**src/rtl/lat_meter_pkg.sv**
```systemverilog
package lat_meter_pkg;
  typedef enum logic [1:0] {
    ST_IDLE  = 2'd0,
    ST_REQ   = 2'd1,
    ST_COUNT = 2'd2
  } lat_state_e;
endpackage

```
**src/rtl/lat_arm_fsm.sv**
```systemverilog
module lat_arm_fsm
  import lat_meter_pkg::*;
(
  input  logic clk,
  input  logic rst_n,
  input  logic sync_n,
  input  logic data_valid,
  input  logic sat,
  output logic start,
  output logic capture,
  output logic expire,
  output logic counting
);
  lat_state_e state_q, state_d;

  assign counting = (state_q == ST_COUNT);
  assign start    = (state_q == ST_REQ) && sync_n;
  assign capture  = counting && sync_n && data_valid;
  assign expire   = counting && sync_n && !data_valid && sat;

  always_comb begin
    state_d = state_q;
    unique case (state_q)
      ST_IDLE:  if (!sync_n) state_d = ST_REQ;
      ST_REQ:   if (sync_n) state_d = ST_COUNT;
      ST_COUNT: begin
        if (!sync_n) state_d = ST_REQ;
        else if (capture || expire) state_d = ST_IDLE;
      end
      default:  state_d = ST_IDLE;
    endcase
  end

  always_ff @(posedge clk or negedge rst_n) begin
    if (!rst_n) state_q <= ST_IDLE;
    else        state_q <= state_d;
  end


  rearm_after_end_chk: assert property (@(posedge clk) disable iff (!rst_n)
    (capture || expire) |=> !counting);


  abort_wins_chk: assert property (@(posedge clk) disable iff (!rst_n)
    (counting && !sync_n) |=> (state_q == ST_REQ));
endmodule

```
**src/rtl/lat_counter.sv**
```systemverilog
module lat_counter #(
  parameter int CNT_W = 10
) (
  input  logic             clk,
  input  logic             rst_n,
  input  logic             start,
  input  logic             counting,
  input  logic             expire,
  output logic [CNT_W-1:0] cnt,
  output logic             sat,
  output logic             timeout
);
  localparam logic [CNT_W-1:0] CNT_MAX = {CNT_W{1'b1}};
  localparam logic [CNT_W-1:0] CNT_ONE = CNT_W'(1);

  logic [CNT_W-1:0] cnt_q, cnt_d;
  logic             cnt_en;
  logic             to_q, to_d, to_en;

  assign sat     = (cnt_q == CNT_MAX);
  assign cnt     = cnt_q;
  assign timeout = to_q;

  always_comb begin
    cnt_en = start || (counting && !sat);
    cnt_d  = start ? CNT_ONE : (cnt_q + CNT_ONE);
    to_en  = start || expire;
    to_d   = !start && expire;
  end

  always_ff @(posedge clk or negedge rst_n) begin
    if (!rst_n) begin
      cnt_q <= '0;
      to_q  <= 1'b0;
    end else begin
      if (cnt_en) cnt_q <= cnt_d;
      if (to_en)  to_q  <= to_d;
    end
  end


  no_overflow_chk: assert property (@(posedge clk) disable iff (!rst_n)
    (counting && sat && !start) |=> (cnt_q == CNT_MAX));


  timeout_clear_chk: assert property (@(posedge clk) disable iff (!rst_n)
    start |=> !to_q);
endmodule

```
**src/rtl/lat_compare.sv**
```systemverilog
module lat_compare #(
  parameter int CNT_W = 10,
  parameter int TOL_W = 4
) (
  input  logic             clk,
  input  logic             rst_n,
  input  logic             capture,
  input  logic [CNT_W-1:0] cnt,
  input  logic [TOL_W-1:0] tol,
  output logic [CNT_W-1:0] cur_count,
  output logic [CNT_W-1:0] prev_count,
  output logic             done,
  output logic             mismatch
);
  logic [CNT_W-1:0] cur_q, prev_q, diff;
  logic             have_q, mm_q, mm_d, done_q;

  always_comb begin
    diff = (cnt >= cur_q) ? (cnt - cur_q) : (cur_q - cnt);
    mm_d = have_q && (diff > CNT_W'(tol));
  end

  always_ff @(posedge clk or negedge rst_n) begin
    if (!rst_n) begin
      cur_q  <= '0;
      prev_q <= '0;
      have_q <= 1'b0;
      mm_q   <= 1'b0;
      done_q <= 1'b0;
    end else begin
      done_q <= capture;
      if (capture) begin
        prev_q <= cur_q;
        cur_q  <= cnt;
        mm_q   <= mm_d;
        have_q <= 1'b1;
      end
    end
  end

  assign cur_count  = cur_q;
  assign prev_count = prev_q;
  assign done       = done_q;
  assign mismatch   = mm_q;


  done_pulse_chk: assert property (@(posedge clk) disable iff (!rst_n)
    done_q |=> !done_q);


  prev_shift_chk: assert property (@(posedge clk) disable iff (!rst_n)
    done_q |-> (prev_q == $past(cur_q)));


  first_quiet_chk: assert property (@(posedge clk) disable iff (!rst_n)
    (capture && !have_q) |=> !mm_q);


  mm_hold_chk: assert property (@(posedge clk) disable iff (!rst_n)
    !done_q |-> $stable(mm_q));
endmodule

```
**src/rtl/lat_repeat_meter.sv**
```systemverilog
module lat_repeat_meter #(
  parameter int CNT_W = 10,
  parameter int TOL_W = 4
) (
  input  logic             clk,
  input  logic             rst_n,
  input  logic             sync_n,
  input  logic             data_valid,
  input  logic [TOL_W-1:0] tol,
  output logic [CNT_W-1:0] cur_count,
  output logic [CNT_W-1:0] prev_count,
  output logic             done,
  output logic             mismatch,
  output logic             timeout
);
  logic             start, capture, expire, counting, sat;
  logic [CNT_W-1:0] cnt;

  lat_arm_fsm u_fsm (
    .clk        (clk),
    .rst_n      (rst_n),
    .sync_n     (sync_n),
    .data_valid (data_valid),
    .sat        (sat),
    .start      (start),
    .capture    (capture),
    .expire     (expire),
    .counting   (counting)
  );

  lat_counter #(.CNT_W(CNT_W)) u_cnt (
    .clk      (clk),
    .rst_n    (rst_n),
    .start    (start),
    .counting (counting),
    .expire   (expire),
    .cnt      (cnt),
    .sat      (sat),
    .timeout  (timeout)
  );

  lat_compare #(.CNT_W(CNT_W), .TOL_W(TOL_W)) u_cmp (
    .clk        (clk),
    .rst_n      (rst_n),
    .capture    (capture),
    .cnt        (cnt),
    .tol        (tol),
    .cur_count  (cur_count),
    .prev_count (prev_count),
    .done       (done),
    .mismatch   (mismatch)
  );


  timeout_no_done_chk: assert property (@(posedge clk) disable iff (!rst_n)
    $rose(timeout) |-> (!done && $stable(cur_count)));
endmodule

```
**config.mk**
```make
export PLATFORM = sky130hd
export DESIGN_NAME = lat_repeat_meter
export DESIGN_NICKNAME = d
export VERILOG_FILES = /design/src/rtl/lat_meter_pkg.sv /design/src/rtl/lat_arm_fsm.sv /design/src/rtl/lat_counter.sv /design/src/rtl/lat_compare.sv /design/src/rtl/lat_repeat_meter.sv
export SDC_FILE = /design/constraint.sdc
export NUM_CORES = 1
export LEC_CHECK = 0
export ABC_AREA = 1
export CORE_AREA = 2 2 82 84
export CTS_BUF_LIST = sky130_fd_sc_hd__clkbuf_16
export DETAILED_ROUTE_END_ITERATION = 8
export DIE_AREA = 0 0 84 86
export GPL_TIMING_DRIVEN = 0
export PLACE_DENSITY = 0.71
export SETUP_SLACK_MARGIN = 0.02
export SLEW_MARGIN = 20
export SYNTH_ARGS = -nofsm -noshare
export SYNTH_HDL_FRONTEND = slang
export SYNTH_SLANG_ARGS = --single-unit
```
**constraint.sdc**
```tcl
create_clock -name clk -period 3.33 [get_ports clk]
set_input_delay 0.666 -clock clk [delete_from_list [all_inputs] [get_ports clk]]
set_output_delay 0.666 -clock clk [all_outputs]
set_load 0.01 [all_outputs]
```
# After elaboration in Yosys (flattened, before gate mapping)
# Index checks and enable logic that the tools add are counted.
# totals
ff_bits	36
inputBits	8
out_inout_bits	23
# op_classes
n_addsub	3
order_cmp	2
n_eq_ne	6
n_mux	7
reduce_logical	16
# op_table
cell	count
two-way mux 10 bit	2
subtractor 10 bit	2
adder 10 x 1 -> 10 bit, second input constant	1
equality test 10 bit, second input constant	1
greater-or-equal comparator 10 bit	1
> comparator 10 x 4 -> 1 bit	1
logical AND 1 bit	8
two-way mux 2 bit	4
case mux 2 bit (3 select lines)	1
inequality test 2 bit, second input constant	2
logical NOT 1 bit	3
logical OR 1 bit	3
inequality test 3 bit, second input constant	1
AND reduction 3 bit	1
equality test 2 x 1 -> 1 bit, second input constant	1
equality test 2 bit, second input constant	1
logical NOT 2 bit	1

# Depth between registers and ports, before layout
# Gate-level depths: netlist of the first run.
# logic_depth
word_depth	8
depth_mapped	24

# Modules after synthesis
# From an unflattened synthesis of the first run, not the netlist that was laid out.
# hier_totals
cells_unflattened	429
area_unflattened_um2	2911.5
# modules_own_cells
mod	n_inst	cells_per_inst	area_per_inst_um2
lat_compare	1	320	2090.8
lat_counter	1	95	709.4
lat_arm_fsm	1	14	111.4

# Least setup slack after synthesis of the first run
# No wires, ideal clock.
# synth_timing
path_type	register to register
start	reg u_cnt.cnt_q[0], in the netlist u_cnt.cnt[0]
end	reg u_cmp.mm_q, in the netlist u_cmp.mismatch
setup_time_ps	116
t_arrival_ps	2636
setup_slack_ps	578
path_stages_with_launch	23
path_buffers	0
synth_period_minus_slack_ps	2752
cell_sequence	dfrtp_1 > inv_1 > ha_1 > inv_1 > fa_1 > nand2_2 > nand3_4 > nand2_4 > nand2_8 > o21ai_2 > xor2_1 > inv_1 > ha_1 > a21oi_1 > o21ai_0 > o21ai_0 > nand2_1 > nor2_1 > nand2_1 > inv_1 > nand2_1 > nand2_1 > nand2_1
# synth_between
elab_chain_len	4
elab_cells_between_ends	6
# synth_rtl
element	line	source
start, declared	lat_counter.sv:16	logic [CNT_W-1:0] cnt_q, cnt_d;
start signal, assigned	lat_counter.sv:36	if (cnt_en) cnt_q <= cnt_d;
subtractor 10 bit / greater-or-equal comparator 10 bit (equally long branches)	lat_compare.sv:19	diff = (cnt >= cur_q) ? (cnt - cur_q) : (cur_q - cnt);
two-way mux 10 bit (*)	lat_compare.sv:19	
> comparator 10 x 4 -> 1 bit (*)	lat_compare.sv:20	mm_d = have_q && (diff > CNT_W'(tol));
logical AND 1 bit (*)	lat_compare.sv:20	
end signal, assigned	lat_compare.sv:35	mm_q <= mm_d;
end, declared	lat_compare.sv:16	logic have_q, mm_q, mm_d, done_q;
# Mark *: on every way between the ends. The rest lies on a longest branch, timed or not.
# A chain may end at the register's enable or synchronous reset.

# Worst setup path in the final report of the first run
# Same ends and word-level chain as after synthesis.

==> results.py, run 1 <==
metrics = {
    "critical_path": {
        "path_delay_family": "simple AND/OR/NAND/NOR gates",
        "crit_arrival_ps": 3310,
        "ff2ff_setup_slack_ps": 190,
        "critPathBufInv": 4,
        "path_max_fanout": 5,
        "timing.rr.start": "u_cnt.cnt[0]",
        "crit_chain": "inv_2 > ha_1 > inv_2 > fa_2 > nand2_2 > nand3_4 > a21oi_2 > nand2_1 > nand2_1 > xnor2_1 > inv_1 > ha_1 > nand2_1 > o21ai_0 > nand2_1 > nor2_1 > nand2_1 > inv_1 > nand2_1 > nand2_1 > nand2_1",
        "cp_num_cells": 21,
        "slowest_delay_ps": 420,
        "path_class": "reg2reg",
        "r2r_cells": 21,
        "end_kind": "flip-flop",
        "timing.rr.end": "u_cmp.mismatch",
        "crit_path_frequent_cell": "nand2_1",
        "crit_required_ps": 3490,
        "start_kind": "flip-flop",
        "crit_path_top_delay_cell": "fa_2",
    },
    "finish": {
        "final_net_count": 476,
        "synthToLayoutAreaGrowth_pct": 23.8,
        "layoutNonFillerInstCount": 520,
        "num_antenna_cells": 0,
        "final_area_um2": 3390,
        "layout-drive-gt1-share_pct": 10.8,
    },
    "cts": {
        "clkTransAtPathRegs_ps": 50,
        "clk_latency_ps": 280,
        "cts_buffers": 5,
        "cts.sinks": 36,
        "cts_tree": "yes",
        "htree_num_levels": 2,
        "clockRootBuffer": "clkbuf_16",
        "cts_max_path_buffers": 2,
    },
    "sta": {
        "rsz0062_at_grt": "false",
        "clock_skew_ps": 3.52,
        "slew_headroom_pct": 63.4,
        "hold_ws_ps": 342,
        "setup_tns_ps": 0,
        "fmax_mhz": 318,
        "slew_violations": 0,
        "setup_viol": 0,
        "finalWorstSetupSlack_ps": 186,
        "worst_pin_slew_ps": 548,
        "fin_crit_sh_pct": 94.4,
        "hold_viol_final": 0,
        "fin_crit_ps": 3140,
    },
    "floorplan": {
        "die_w_um": 84,
        "start_util_pct": 43.6,
        "die_y_um": 86,
        "rows": 29,
        "io_pins": 31,
        "coreArea_um2": 6280,
        "die_area_um2": 7220,
    },
    "logic_synthesis": {
        "synth.area.top_cells": "dfrtp_1 (33%), nand2_1 (19%), ha_1 (11%)",
        "synth_compound_area_share_pct": 10.3,
        "synth_top_family_by_area": "simple AND/OR/NAND/NOR gates",
        "ys_ff_latch": 36,
        "synth_area_um2": 2740,
        "ys_seq_area_share_pct": 32.9,
        "synth_mux_area_share_pct": 0,
        "synth_fa_ha_area_share_pct": 12.4,
        "synth_ff_type": "dfrtp_1",
        "yosysWarnings": 0,
        "ys_types": 30,
        "synthSimpleGateAreaFrac_pct": 32.5,
        "async_flop_share_pct": 100,
        "postSynthAreaPerCell_um2": 6.86,
        "synth_area_leader_cell": "dfrtp_1",
        "synth_edf_count": 0,
        "synth_cells": 399,
        "synthesis.nets": 433,
        "synth_top_area_share_pct": 32.9,
        "yosys.area_share.xor_xnor_pct": 0.959,
    },
    "power_and_ir_drop": {
        "seqPwrFrac_pct": 24.7,
        "power.internal_mw": 1.21,
        "p_leak_nw": 1.76,
        "clkPwrFrac_pct": 21.2,
        "combPwrFrac_pct": 54.1,
        "p_per_area_nw_per_um2": 612,
        "switching_power_mw": 0.867,
        "sw_frac_of_total_pct": 41.8,
        "vdd_ir_drop_max_v": 0.000371,
    },
    "placed_design": {
        "io_buffers": 30,
        "gp_congestion": 0.927,
        "dpl_worst_slack_ps": 97.4,
        "place_inst": 507,
        "detailed_place_hpwl_mm": 5.22,
        "place_area_um2": 3160,
    },
    "run": {
        "cap_violations": 0,
    },
    "detailed_routing": {
        "wl_per_cell_um": 12.4,
        "firstDrtPassIters": 4,
        "vias": 2572,
        "drtAntennaViolNets": 0,
        "drcViolationCount": 0,
        "drt_iter0_markers": 129,
        "vias_per_cell": 4.95,
        "wl_mm": 6.43,
    },
    "min_path": {
        "hp-class": "in2async",
    },
    "global_routing": {
        "first_global_vias": 2522,
        "track_usage_pct": 18.7,
        "grt-ovfl-total": 0,
        "antenna_found_initial": 0,
        "grt_max_degree": 20,
        "grt_first_pass_wirelength_mm": 10.9,
    },
    "run_status": {
        "status": "complete, no violations",
    },
}
[metal layers]
layer,track usage (%),routed length [um],up-vias
met1,22.6,2910,1186
met2,32.5,3220,44
li1,-,-,1333
met5,0,0,-
met4,9.24,137,0
met3,2.79,168,9
[cells in the mapped netlist, types with 2 or more instances]
cell,number
inv_1,71
ha_1,24
o21ai_0,30
fa_1,2
dfrtp_1,36
nand2_1,139
nor2_1,15
xor2_1,2
nor2_2,6
nand4_1,6
a21oi_1,16
nand2_2,4
nand3_1,26
clkbuf_1,4
buf_2,2
inv_2,2
[timing repair]
action,CTS,global route
buffers inserted,0,5
hold buffers,0,0
setup endpoints to repair,0,1
resized for setup,0,16
[worst reg2reg max path: cells and delay by family (launching register included)]
family          cells  cell delay [ps]
xor+xnor            1              120
flops               1              400
compound gates      2              530
buf+inv             4              270
simple gates       11              870
fa+ha+maj           3              850
[metrics by stage]
step | util (%) | power [mW]
6_report | 54.0 | 2.07
3_3_place_gp | 50.0 | 1.54
2_1_floorplan | - | 1.30
4_1_cts | 52.5 | 2.02
5_1_grt | 54.0 | 2.26
3_5_place_dp | 50.3 | 1.57
[cell usage in the layout (no fill, tap or decap), types with 4 or more instances in the layout]
cell type        instances
nand2_1                139
o21ai_0                 30
buf_4                    5
inv_1                   69
dfrtp_1                 35
nand2_2                  4
clkdlybuf4s50_1         29
ha_1                    18
a21oi_1                 15
clkbuf_1                 4
nand3_1                 26
nand4_1                  6
clkbuf_16                5
ha_2                     4
inv_2                    4
nor2_1                  13
nor2_2                   7
[how the worst max path moves through the flow]
stage,from,endpoint
floorplan,u_cnt.cnt[0],u_cmp.mismatch
global placement,u_cnt.cnt[0],u_cmp.mismatch
detailed placement,u_cnt.cnt[0],u_cmp.mismatch
CTS,u_cnt.cnt[0],u_cmp.mismatch
global route,u_cnt.cnt[0],u_cmp.mismatch
finish,u_cnt.cnt[0],u_cmp.mismatch
[power by group through the flow]
stage	Clock (mW)	Sequential, mW	Combinational [mW]
2_1_floorplan	0	0.530	0.773
3_3_place_gp	0	0.522	1.02
3_5_place_dp	0	0.522	1.05
4_1_cts	0.449	0.515	1.05
5_1_grt	0.466	0.520	1.28
6_report	0.439	0.513	1.12
[cell families (layout without fill, tap and decap cells)]
kind of cell	after synthesis	in the layout
simple gates	203	203
buf+inv	79	123
fa+ha+maj	26	26
xor+xnor	3	3
flops	36	36
compound gates	52	52
[final cells by class]
class	instances	area, um2
Fill cell	606	2890
Multi-Input combinational cell	284	1590
Sequential cell	36	902
Timing Repair Buffer	36	360
Inverter	73	274
Clock buffer	5	125
Tap cell	77	96.3
Buffer	6	27.5
Clock inverter	3	13.8
[state kept, by name, summed over array words and instances (netlist names)]
signal,flops
u_fsm.state_q,2
u_cnt.timeout,1
u_cmp.have_q,1
u_cmp.cur_count,10
u_cmp.done,1
u_cmp.prev_count,10
u_cmp.mismatch,1
u_cnt.cnt,10
(Power assumes the default switching activity.)
==> inputs of run 2 (changes only) <==
--- a/config.mk
+++ b/config.mk
@@ -6,6 +6,7 @@
 export NUM_CORES = 1
 export LEC_CHECK = 0
 export ABC_AREA = 1
+export CAP_MARGIN = 20
 export CORE_AREA = 2 2 82 84
 export CTS_BUF_LIST = sky130_fd_sc_hd__clkbuf_16
 export DETAILED_ROUTE_END_ITERATION = 8
@@ -17,3 +18,4 @@
 export SYNTH_ARGS = -nofsm -noshare
 export SYNTH_HDL_FRONTEND = slang
 export SYNTH_SLANG_ARGS = --single-unit
+export TNS_END_PERCENT = 10
==> results of run 2 <==
The final DEF is identical to that of run 1; final timing and power are the same.
